File: src/rtl/bps_pkg.sv
package bps_pkg;

    localparam int DLY_W = 5;
    localparam int CFG_W = 8;

    // Control byte: delay in [7:3], source select [2], tx fast [1], rx fast [0]
    typedef struct packed {
        logic [DLY_W-1:0] pd_delay;
        logic             rx_src_rxen;
        logic             tx_fast_pd;
        logic             rx_fast_pd;
    } bps_cfg_t;

    localparam bps_cfg_t CFG_RESET = '{pd_delay: 5'd31, rx_src_rxen: 1'b0,
                                       tx_fast_pd: 1'b1, rx_fast_pd: 1'b1};

    typedef struct packed {
        logic level;
        logic rise;
        logic fall;
    } bps_edge_t;

    typedef enum logic [1:0] {
        TX_ON    = 2'd0,
        TX_DRAIN = 2'd1,
        TX_OFF   = 2'd2
    } tx_state_e;

    function automatic logic [31:0] mid_code(input int width, input bit offset_bin);
        logic [31:0] v;
        v = '0;
        if (offset_bin) v[width-1] = 1'b1;
        return v;
    endfunction

endpackage

File: src/rtl/bps_sync.sv
module bps_sync
    import bps_pkg::*;
#(
    parameter int N = 2
) (
    input  logic            clk,
    input  logic            rst,
    input  logic [N-1:0]    async_in,
    output bps_edge_t [N-1:0] edge_o
);

    for (genvar g = 0; g < N; g++) begin : g_lane
        logic meta_q, stab_q, prev_q;

        always_ff @(posedge clk) begin
            if (rst) begin
                meta_q <= 1'b0;
                stab_q <= 1'b0;
                prev_q <= 1'b0;
            end else begin
                meta_q <= async_in[g];
                stab_q <= meta_q;
                prev_q <= stab_q;
            end
        end

        always_comb begin
            edge_o[g].level = stab_q;
            edge_o[g].rise  = stab_q & ~prev_q;
            edge_o[g].fall  = ~stab_q & prev_q;
        end
    end

endmodule

File: src/rtl/bps_cfg_reg.sv
module bps_cfg_reg
    import bps_pkg::*;
(
    input  logic             clk,
    input  logic             rst,
    input  logic             wr_en,
    input  logic [CFG_W-1:0] wr_data,
    output bps_cfg_t         cfg_o
);

    bps_cfg_t cfg_q;

    always_ff @(posedge clk) begin
        if (rst)        cfg_q <= CFG_RESET;
        else if (wr_en) cfg_q <= bps_cfg_t'(wr_data);
    end

    assign cfg_o = cfg_q;

endmodule

File: src/rtl/bps_tx_ctrl.sv
module bps_tx_ctrl
    import bps_pkg::*;
#(
    parameter int FLUSH_LEN = 33
) (
    input  logic             clk,
    input  logic             rst,
    input  bps_edge_t        tx_edge,
    input  logic             fast_pd,
    input  logic [DLY_W-1:0] delay,
    output logic             pwr_en,
    output logic             flush_req
);

    localparam int FC_W = $clog2(FLUSH_LEN + 1);

    tx_state_e        st_q;
    logic [DLY_W-1:0] cnt_q;
    logic [FC_W-1:0]  fcnt_q;

    // power-down delay sequencing
    always_ff @(posedge clk) begin
        if (rst) begin
            st_q  <= TX_ON;
            cnt_q <= '0;
        end else if (!fast_pd || tx_edge.rise) begin
            st_q  <= TX_ON;
            cnt_q <= '0;
        end else if (tx_edge.fall) begin
            if (delay == '0) begin
                st_q <= TX_OFF;
            end else begin
                st_q  <= TX_DRAIN;
                cnt_q <= delay;
            end
        end else if (st_q == TX_DRAIN) begin
            if (cnt_q == DLY_W'(1)) begin
                st_q  <= TX_OFF;
                cnt_q <= '0;
            end else begin
                cnt_q <= cnt_q - 1'b1;
            end
        end
    end

    // flush window
    always_ff @(posedge clk) begin
        if (rst || tx_edge.rise) fcnt_q <= '0;
        else if (tx_edge.fall)   fcnt_q <= FC_W'(FLUSH_LEN);
        else if (fcnt_q != '0)   fcnt_q <= fcnt_q - 1'b1;
    end

    assign pwr_en    = (st_q != TX_OFF);
    assign flush_req = (fcnt_q != '0);

endmodule

File: src/rtl/bps_rx_ctrl.sv
module bps_rx_ctrl
    import bps_pkg::*;
(
    input  logic      clk,
    input  logic      rst,
    input  bps_edge_t tx_edge,
    input  bps_edge_t rx_edge,
    input  logic      src_rxen,
    input  logic      fast_pd,
    output logic      pwr_en
);

    logic up_ev, down_ev, on_q;

    always_comb begin
        if (src_rxen) begin
            up_ev   = rx_edge.rise;
            down_ev = rx_edge.fall;
        end else begin
            up_ev   = tx_edge.fall;
            down_ev = tx_edge.rise;
        end
    end

    always_ff @(posedge clk) begin
        if (rst || !fast_pd) on_q <= 1'b1;
        else if (up_ev)      on_q <= 1'b1;
        else if (down_ev)    on_q <= 1'b0;
    end

    assign pwr_en = on_q;

endmodule

File: src/rtl/burst_power_seq.sv
module burst_power_seq
    import bps_pkg::*;
#(
    parameter int DATA_W        = 12,
    parameter bit OFFSET_BINARY = 1'b1,
    parameter int FLUSH_LEN     = 33
) (
    input  logic              clk,
    input  logic              rst,
    input  logic              tx_burst,
    input  logic              rx_burst,
    input  logic              cfg_wr_en,
    input  logic [7:0]        cfg_wr_data,
    output logic              tx_pwr_en,
    output logic              rx_pwr_en,
    output logic              flush_req,
    output logic [DATA_W-1:0] flush_code
);

    localparam logic [31:0]       MID_FULL = mid_code(DATA_W, OFFSET_BINARY);
    localparam logic [DATA_W-1:0] MIDSCALE = MID_FULL[DATA_W-1:0];

    bps_edge_t [1:0] edges;
    bps_cfg_t        cfg_q;
    logic            tx_rise, tx_fall, rx_rise, rx_fall;

    bps_sync #(.N(2)) u_sync (
        .clk      (clk),
        .rst      (rst),
        .async_in ({rx_burst, tx_burst}),
        .edge_o   (edges)
    );

    assign tx_rise = edges[0].rise;
    assign tx_fall = edges[0].fall;
    assign rx_rise = edges[1].rise;
    assign rx_fall = edges[1].fall;

    bps_cfg_reg u_cfg (
        .clk     (clk),
        .rst     (rst),
        .wr_en   (cfg_wr_en),
        .wr_data (cfg_wr_data),
        .cfg_o   (cfg_q)
    );

    bps_tx_ctrl #(.FLUSH_LEN(FLUSH_LEN)) u_tx (
        .clk       (clk),
        .rst       (rst),
        .tx_edge   (edges[0]),
        .fast_pd   (cfg_q.tx_fast_pd),
        .delay     (cfg_q.pd_delay),
        .pwr_en    (tx_pwr_en),
        .flush_req (flush_req)
    );

    bps_rx_ctrl u_rx (
        .clk      (clk),
        .rst      (rst),
        .tx_edge  (edges[0]),
        .rx_edge  (edges[1]),
        .src_rxen (cfg_q.rx_src_rxen),
        .fast_pd  (cfg_q.rx_fast_pd),
        .pwr_en   (rx_pwr_en)
    );

    assign flush_code = flush_req ? MIDSCALE : '0;

endmodule

File: config.mk
export PLATFORM = sky130hd
export DESIGN_NAME = burst_power_seq
export DESIGN_NICKNAME = d
export VERILOG_FILES = /design/src/rtl/bps_pkg.sv /design/src/rtl/bps_sync.sv /design/src/rtl/bps_cfg_reg.sv /design/src/rtl/bps_tx_ctrl.sv /design/src/rtl/bps_rx_ctrl.sv /design/src/rtl/burst_power_seq.sv
export SDC_FILE = /design/constraint.sdc
export NUM_CORES = 1
export LEC_CHECK = 0
export CORE_ASPECT_RATIO = 1.1
export CORE_MARGIN = 8
export CORE_UTILIZATION = 29
export DETAILED_ROUTE_END_ITERATION = 7
export PLACE_DENSITY_LB_ADDON = 0.25
export SLEW_MARGIN = 15
export SYNTH_ARGS = -nofsm -noshare
export SYNTH_HDL_FRONTEND = slang
export SYNTH_SLANG_ARGS = --single-unit
File: constraint.sdc
create_clock -name clk -period 1.65 [get_ports clk]
set_clock_uncertainty 0.1 [all_clocks]
set_input_delay 0.4125 -clock clk [delete_from_list [all_inputs] [get_ports clk]]
set_output_delay 0.4125 -clock clk [all_outputs]
set_load 0.02 [all_outputs]
## Yosys cells after proc, flatten, opt, wreduce, memory -nomap -nowiden

Index checks and enable logic that the tools add are counted.

- Register bits: 28
- Input port bits: 13
- Logic and storage cells: 57
- Output and inout port bits: 15

- Add/subtract/negate cells: 2
- Equality and inequality tests: 4
- Bitwise logic cells: 8
- Reductions and logical operators: 15
- Mux-type cells: 13

Operator list:

| kind | number |
|---|---|
| 5-bit two-way mux | 4 |
| 12-bit two-way mux | 1 |
| 6-bit two-way mux | 2 |
| 2-bit two-way mux | 4 |
| 2-bit nonzero test | 3 |
| 6-bit nonzero test | 1 |
| 2-bit OR reduction | 3 |
| 6-bit by 1-bit subtractor with 6-bit output (second input constant) | 1 |
| 5-bit by 1-bit == test with 1-bit output (second input constant) | 1 |
| 5-bit zero test | 1 |
| 5-bit by 1-bit subtractor with 5-bit output (second input constant) | 1 |
| 1-bit AND | 4 |
| 2-bit inequality test (second input constant) | 2 |
| 1-bit NOT | 4 |
| 2-bit AND reduction | 2 |
| 1-bit logical OR | 3 |
| 2-bit by 1-bit == test with 1-bit output (second input constant) | 1 |
| 1-bit zero test | 2 |
| 1-bit two-way mux | 2 |

## Depth between registers and ports, before layout

Gate-level depths: netlist of the first run.

- Depth after elaboration: 4
- Depth in mapped cells: 6
- Mapped depth without buffers: 6

## Cells and area by module

Synthesis of the first run repeated with hierarchy kept, for this count alone.

- Cells, all modules: 145
- Area, all modules: 1368.8 µm²

Modules (own cells, without submodules):

| module | times used | area each (µm²) | sequential area each (µm²) | cells an instance |
|---|---|---|---|---|
| bps_tx_ctrl | 1 | 716.9 | 260.2 | 83 |
| bps_cfg_reg | 1 | 304.0 | 160.2 | 26 |
| bps_sync | 1 | 197.7 | 120.1 | 18 |
| burst_power_seq | 1 | 93.8 | 0.0 | 13 |
| bps_rx_ctrl | 1 | 56.3 | 20.0 | 5 |

## Least setup slack after synthesis of the first run

Ideal clock, no wire load.

- Path kind: reg2out
- From: reg u_tx.fcnt_q[0]
- To: out flush_code[11]
- Cell stages (with the launch flop): 5
- Data arrival time: 1141 ps
- Buffers on the path: 1
- Data required time: 1137 ps
- Slack: -4 ps
- Cell sequence: dfxtp_1 inv_1 ha_1 nand3_1 buf_4

- Longest elaborated chain between the ends: 2

RTL lines:

| element | RTL line | source |
|---|---|---|
| from (decl) | bps_tx_ctrl.sv:19 | `logic [FC_W-1:0] fcnt_q;` |
| from (signal assigned) | bps_tx_ctrl.sv:49 | `else if (tx_edge.fall) fcnt_q <= FC_W'(FLUSH_LEN);` |
| from (signal assigned) | bps_tx_ctrl.sv:50 | `else if (fcnt_q != '0) fcnt_q <= fcnt_q - 1'b1;` |
| 6-bit nonzero test | bps_tx_ctrl.sv:54 | `assign flush_req = (fcnt_q != '0);` |
| via flush_req | burst_power_seq.sv:16 | `output logic flush_req,` |
| 12-bit two-way mux | burst_power_seq.sv:67 | `assign flush_code = flush_req ? MIDSCALE : '0;` |
| to (decl) | burst_power_seq.sv:17 | `output logic [DATA_W-1:0] flush_code` |

The timed path passes the listed nets, and every way through them passes these cells.

## Final worst setup path of the first run

- From: reg u_tx.cnt_q[1]
- To: reg u_tx.cnt_q[2]

- Longest elaborated chain between the ends: 4
- Elaborated cells on any way between the ends: 5
- Classes of those cells: add/sub (1); eq/ne (1); mux (3)

RTL lines:

| element | RTL line | source |
|---|---|---|
| from (decl) | bps_tx_ctrl.sv:18 | `logic [DLY_W-1:0] cnt_q;` |
| from (signal assigned) | bps_tx_ctrl.sv:34 | `cnt_q <= delay;` |
| from (signal assigned) | bps_tx_ctrl.sv:41 | `cnt_q <= cnt_q - 1'b1;` |
| 5-bit by 1-bit subtractor with 5-bit output or 5-bit by 1-bit == test with 1-bit output (tied branches) | bps_tx_ctrl.sv:41, bps_tx_ctrl.sv:37 |  |
| 5-bit two-way mux (*) | bps_tx_ctrl.sv:37 | `if (cnt_q == DLY_W'(1)) begin` |
| 5-bit two-way mux (*) | bps_tx_ctrl.sv:36 | `end else if (st_q == TX_DRAIN) begin` |
| 5-bit two-way mux (*) | bps_tx_ctrl.sv:29 | `end else if (tx_edge.fall) begin` |

Every way passes the cells marked *; elsewhere a longest branch is shown, timed or not. The select of a mux whose other input is x is not followed.
A chain may end at the register's enable or synchronous reset.

==> impl_results.md, run 1 <==
- Number of fill cells: 450
- Die area: 0.00707 mm^2
- Number of antenna violations at the first check in global routing: 0
- Total area of sequential cells: between 500 and 600 um^2
- Gate Count Post-Synth: ~150
- Number of antenna repair diodes: 0
- Top-area cell type share of the netlist area: 41.7%
- Total power per unit cell area: roughly 1200 mW/mm^2
- Count of yosys warnings during synthesis: 0
- Fraction of the mapped netlist area in compound gates: about 15%
- Path type of the worst setup path: reg -> reg
- Max Clock Freq: ~620 MHz
- Final-stage net count: approximately 200
- Leakage component of the power: just over 0.7 nW
- RSZ-0062 raised after global routing: true
- Number of distinct library cell variants in the gate-level netlist after synthesis: 40
- Critical path data required time: about 1.8 ns
- Clk_lat worst skew: 0.27 ns
- Clk Tree Root Cell: clkbuf_8
- Simple-gate share of the synthesized area: between 20% and 30%
- Maximum number of pins on one net before global-route repair: 17
- Share of layout cells above drive strength 1: between 20% and 30%
- Number of endpoints with negative hold slack in the final report: 0
- Vias in the first global route: 1,113
- Area leader, netlist: dfxtp_1
- Met1 Usage GRT: between 10% and 20%
- Met3 global-route usage: about 1.7%
- Top-level I/O count: 28
- Routed via count: about 1,100
- Maximum net fanout on the critical path: 3
- Largest family of logic cells by synthesized area: simple AND/OR/NAND/NOR gates
- Clock period minus final worst setup slack: 1.61 ns
- DIE HEIGHT: about 87 um
- Global routing's busiest layer: met2
- Clock Pin Slew Worst Setup and Hold Paths: around 0.10 ns
- Top_reg_cell synth: dfxtp_1
- Global routing usage on met2: a little over an eighth
- Clock tree from TritonCTS: yes
- Max Cap Viol: 0
- DIE WIDTH: a little over 80 um
- Final number of setup-violating endpoints: 0
- Category of the worst setup path launch point: flip-flop
- DR DRC count: 0
- Post-synthesis cell area: 0.00134 mm^2
- Initial standard-cell utilization of the core: a little under 30%
- Number of port buffers: 16
- Setup crit end kind: flip-flop
- Min-Delay Path Class: reg -> reg
- Seq/Total Area, Yosys: a little over two fifths
- Final antenna-violating net count: 0
- Number of iterations in the first detailed-routing pass: 4
- Overall Global Routing Usage: 8.25%
- Drt first-iter violations: 37
- Final global-route overflow total: 0
- First-pass GRT wire length: about 4800 um
- Syn Area/Cell: 9.27 um^2
- FFs w/ async S/R, synth: 0%
- Placed Cells incl. Taps: between 200 and 250
- Count of pins over their slew limit: 0
- Run status: finished clean
- Standard cell core area: ~0.0046 mm^2
- DPL Wire Length: around 2100 um
- Average wire length per cell after detail routing: around 12 um
- Xor-xnor portion of the synthesized cell area: under 10%
- Total wirelength of the detailed-routed design: 2810 um
- Top post-synthesis cells by area: dfxtp_1 (42%), buf_4 (6.7%), nor2b_1 (6.5%)
- Final worst-path cycle share: just under 100%
- Number of placement rows: 26
- Vias per inst: between 4 and 5
- Flip-flop and latch count after synthesis: 28
- Top-count cell post-synth: dfxtp_1
- Max clock buf depth: 2
- Multiplexer share of the synthesized area: under 10%
- Number of buffers added by the clock tree synthesis step: 3
- Top post-synthesis cells by count: dfxtp_1 (28), nor2b_1 (14), buf_4 (12)
- Sinks on Clock Net: 28
- Multi-input gate area: 753 um^2
- Highest ir drop seen on vdd: between 500 and 600 uV
- Synth Area in Adders: 3.54%
- Area growth, synth to finish: 34.9%
- Data arrival time of the critical path: 1.72 ns
- Post-synth EDFFs: 0
- CTS Hold Bufs: 0
- Overall power after layout: between 2 and 2.5 mW
- Number of standard cells in the layout, taps in and fillers out: between 200 and 250
- H-Tree Depth: 1
- Placer Congestion: 0.763
[cell usage in the layout (no fill, tap or decap), types with 2 or more instances in the layout]
cell type / count
a211o_1: 8
a211oi_1: 4
a21oi_1: 7
buf_4: 20
buf_6: 2
clkbuf_8: 3
clkdlybuf4s50_1: 12
conb_1: 11
dfxtp_1: 27
dlygate4sd2_1: 2
ha_4: 3
inv_1: 4
inv_2: 3
mux2i_1: 5
nand2_1: 4
nand2b_1: 6
nor2_1: 9
nor2_2: 2
nor2b_1: 13
nor3_1: 3
o22ai_1: 2
xnor2_1: 3
[stage by stage]
stage               setup WS (ns)  cell area (um^2)  TNS [ns]  hold slack (ns)  util, %
floorplan                   0.101              1390         0            0.314        -
global placement           -0.102              1660    -0.203            0.322     36.5
detailed placement         -0.115              1660    -0.278            0.330     36.5
CTS                      0.000312              1730         0            0.351     38.0
global route              -0.0241              1810   -0.0241            0.363     39.8
finish                     0.0360              1810         0            0.346     39.8
[sequential cells by signal (all words and copies together), names as in the netlist]
signal	flops
u_tx.st_q	2
u_tx.cnt_q	5
u_tx.fcnt_q	6
u_sync.g_lane.meta_q	2
u_sync.g_lane.stab_q	2
u_rx.pwr_en	1
u_sync.g_lane.prev_q	2
u_cfg.cfg_o	8
[logic make-up after synthesis]
group           after synthesis
simple gates                 50
flops                        28
other cells                   1
mux                           5
compound gates               29
fa+ha+maj                     4
buf+inv                      24
xor+xnor                      4
[worst paths after layout]
path / start / endpoint / slack, ns / cells past startpoint
setup / recovery: u_tx.cnt_q[1] / u_tx.cnt_q[2] / 0.04 / 6
hold / removal: u_sync.g_lane[0].meta_q / u_sync.g_lane[0].stab_q / 0.35 / 1
setup reg to reg: u_tx.cnt_q[1] / u_tx.cnt_q[2] / 0.04 / 6
hold reg to reg: u_sync.g_lane[0].meta_q / u_sync.g_lane[0].stab_q / 0.35 / 1
[where the power goes]
group	total (mW)	switching (mW)	internal, mW
Clock	0.536	0.212	0.325
Combinational	0.841	0.391	0.450
Sequential	0.808	0.0543	0.753
[metal layers]
layer,wire [um],part of all wire (%)
met5,0,0
met4,26,0.93
met3,148,5.3
met2,1330,47
met1,1310,47
[worst max-delay path, cell delays in order (launching register included)]
cell	delay, ns
dfxtp_2	0.34
inv_2	0.05
ha_4	0.15
nor4b_4	0.13
or4_1	0.51
a21o_1	0.17
a21oi_1	0.10
[layout make-up]
cell class,count,area share (%)
Multi-Input combinational cell,103,41.5
Sequential cell,28,31.0
Timing Repair Buffer,37,18.2
Tap cell,56,3.86
Clock buffer,3,2.28
Clock inverter,1,1.66
Inverter,7,1.45
[what timing repair did]
item / CTS / global route
buffers inserted: 0 / 1
cloned: 0 / 0
pin swaps: 0 / 3
setup endpoints to repair: 6 / 5
gates resized for setup: 15 / 16
Note: power is estimated with default switching activity, not from simulation.
==> run 2, diff against run 1 <==
--- a/config.mk
+++ b/config.mk
@@ -7,7 +7,7 @@
 export LEC_CHECK = 0
 export CORE_ASPECT_RATIO = 1.1
 export CORE_MARGIN = 8
-export CORE_UTILIZATION = 29
+export CORE_UTILIZATION = 30
 export DETAILED_ROUTE_END_ITERATION = 7
 export PLACE_DENSITY_LB_ADDON = 0.25
 export SLEW_MARGIN = 15
==> run 2 against run 1 <==
Net effect: sequential share of layout area increased by 0.97 points; highest routed layer unchanged; register-to-register slack got worse by 0.02 ns; critical path depth up 1; sequential power about the same; clock power about the same; combinational power fell by 3.4%; non-clock buffer count down 1; critical path type unchanged.
==> impl_results.md, run 2 (synthesis results as in run 1) <==
- Area growth, synth to finish: 31.1%
- Top-level I/O count: 28
- Min setup slack post-route: ~0.016 ns
- Path type of the worst setup path: reg -> reg
- Clk Tree Root Cell: clkbuf_8
- Number of buffers added by the clock tree synthesis step: 3
- Standard cell core area: approximately 0.0043 mm^2
- Launch instance of the worst register-to-register path: u_tx.cnt_q[1]
- Maximum number of pins on one net before global-route repair: 17
- Max Cap Viol: 0
- Most common cell after layout, fill and taps aside: dfxtp_1
- Leakage component of the power: ~0.71 nW
- CP cell instances: inv_2 > buf_4 > ha_2 > inv_1 > or4_1 > a21o_1 > a21oi_2
- Die area: 0.00688 mm^2
- Sinks on Clock Net: 28
- Number of antenna violations at the first check in global routing: 0
- Clock tree from TritonCTS: yes
- DR DRC count: 0
- Setup crit end kind: flip-flop
- Final worst-path cycle share: between 90% and 100%
- Reg-to-Reg End: u_tx.cnt_q[2]
- Total power per unit cell area: 1230 mW/mm^2
- Flip-flop count of the largest register after layout: 8
- Flop2flop setup slack: ~0.016 ns
- Vias in the first global route: 1,117
- Share of layout cells above drive strength 1: roughly a quarter
- Endpoint with the worst hold slack: u_sync.g_lane[1].stab_q
- DPL Wire Length: ~2200 um
- Final number of setup-violating endpoints: 0
- Slowest cell delay on critical path: roughly 0.50 ns
- Clock period minus final worst setup slack: between 1.5 and 2 ns
- Hold path depth: 1
- Initial standard-cell utilization of the core: between 30% and 40%
- Final-stage net count: between 150 and 200
- Worst setup path startpoint: u_tx.cnt_q[1]
- Placement Setup Slack: -0.131 ns
- Number of buffers and inverters on the critical path: 3
- Number of fill cells: 438
- Total wirelength of the detailed-routed design: 2800 um
- Overall power after layout: about 2.2 mW
- Length in cells of the worst reg-to-reg path: 7
- Average wire length per cell after detail routing: 12.1 um
- H-Tree Depth: 1
- Clock Pin Slew Worst Setup and Hold Paths: about 0.10 ns
- DIE WIDTH: around 80 um
- Clk_lat worst skew: around 0.27 ns
- Category of the worst setup path launch point: flip-flop
- Hold Startpoint: u_sync.g_lane[1].meta_q
- Min-Delay Path Class: reg -> reg
- Max Clock Freq: 612 MHz
- Placer Congestion: 0.791
- Final global-route overflow total: 0
- First-pass GRT wire length: 4640 um
- Number of endpoints with negative hold slack in the final report: 0
- CP max stage cell: or4_1
- Routed via count: between 1,000 and 1,500
- Number of iterations in the first detailed-routing pass: 4
- Total placed instance area: between 0.0015 and 0.002 mm^2
- Most frequent cells in the layout: dfxtp_1 (26), buf_4 (20), nor2b_1 (13), clkdlybuf4s50_1 (12), conb_1 (11)
- Top Family by Delay on Critical Path: simple AND/OR/NAND/NOR gates
- Max clock buf depth: 2
- Number of antenna repair diodes: 0
- Final antenna-violating net count: 0
- Run status: finished clean
- Overall Global Routing Usage: 8.07%
- Smallest hold slack: between 0.3 and 0.4 ns
- Count of pins over their slew limit: 0
- Highest ir drop seen on vdd: ~520 uV
- Maximum net fanout on the critical path: 2
- Post-route cell area: 0.00176 mm^2
- Critical path data required time: around 1.8 ns
- Drt first-iter violations: 39
- Cell depth of the worst setup path: 7
- Placed Cells incl. Taps: about 230
- Vias per inst: approximately 4.8
- Number of standard cells in the layout, taps in and fillers out: between 200 and 250
- DIE HEIGHT: between 80 and 90 um
- RSZ-0062 raised after global routing: true
- Number of port buffers: 16
- Number of placement rows: 25
- CTS Hold Bufs: 0
- Data arrival time of the critical path: about 1.7 ns
[run 2: layout make-up]
type	count	area (um^2)	share of cell area [%]
multi-input cells	103	727	41.3
clock inverters	1	30.0	1.70
flip-flops and latches	28	563	32.0
clock buffers	3	41.3	2.34
repair buffers	36	307	17.4
well taps	54	67.6	3.84
inverters	7	26.3	1.49
[run 2: stage by stage]
stage	util, %	TNS, ns
5_1_grt	40.8	-0.0558
3_5_place_dp	38.0	-0.348
6_report	40.8	0
4_1_cts	39.6	0
3_3_place_gp	38.0	-0.206
2_1_floorplan	-	0
[run 2: power breakdown]
| group | leakage, nW | total [mW] | switching (mW) | internal [mW] |
|---|---|---|---|---|
| clock network | 0.0357 | 0.538 | 0.213 | 0.325 |
| logic | 0.439 | 0.812 | 0.378 | 0.434 |
| registers | 0.231 | 0.810 | 0.0551 | 0.755 |
[run 2: layer usage]
layer / global-route usage [%] / vias to the layer above / wire length (um)
met5: 0 / - / 0
met2: 14.8 / 30 / 1320
met4: 2.98 / 0 / 29
met3: 2.17 / 2 / 205
li1: - / 548 / -
met1: 8.44 / 525 / 1240
[run 2: how the worst max path moves through the flow]
stage                          endpoint  slack [ns]
after global routing      u_tx.cnt_q[2]       -0.06
final                     u_tx.cnt_q[2]        0.02
after floorplan           u_tx.cnt_q[2]        0.10
after global placement        flush_req       -0.10
after CTS                 u_tx.cnt_q[2]       0.002
after detailed placement      flush_req       -0.13
[run 2: repair_timing]
item / 4_1_cts / 5_1_grt
pin swaps: 0 / 2
gates resized for setup: 15 / 16
setup buffers: 0 / 1
setup endpoints to repair: 7 / 6
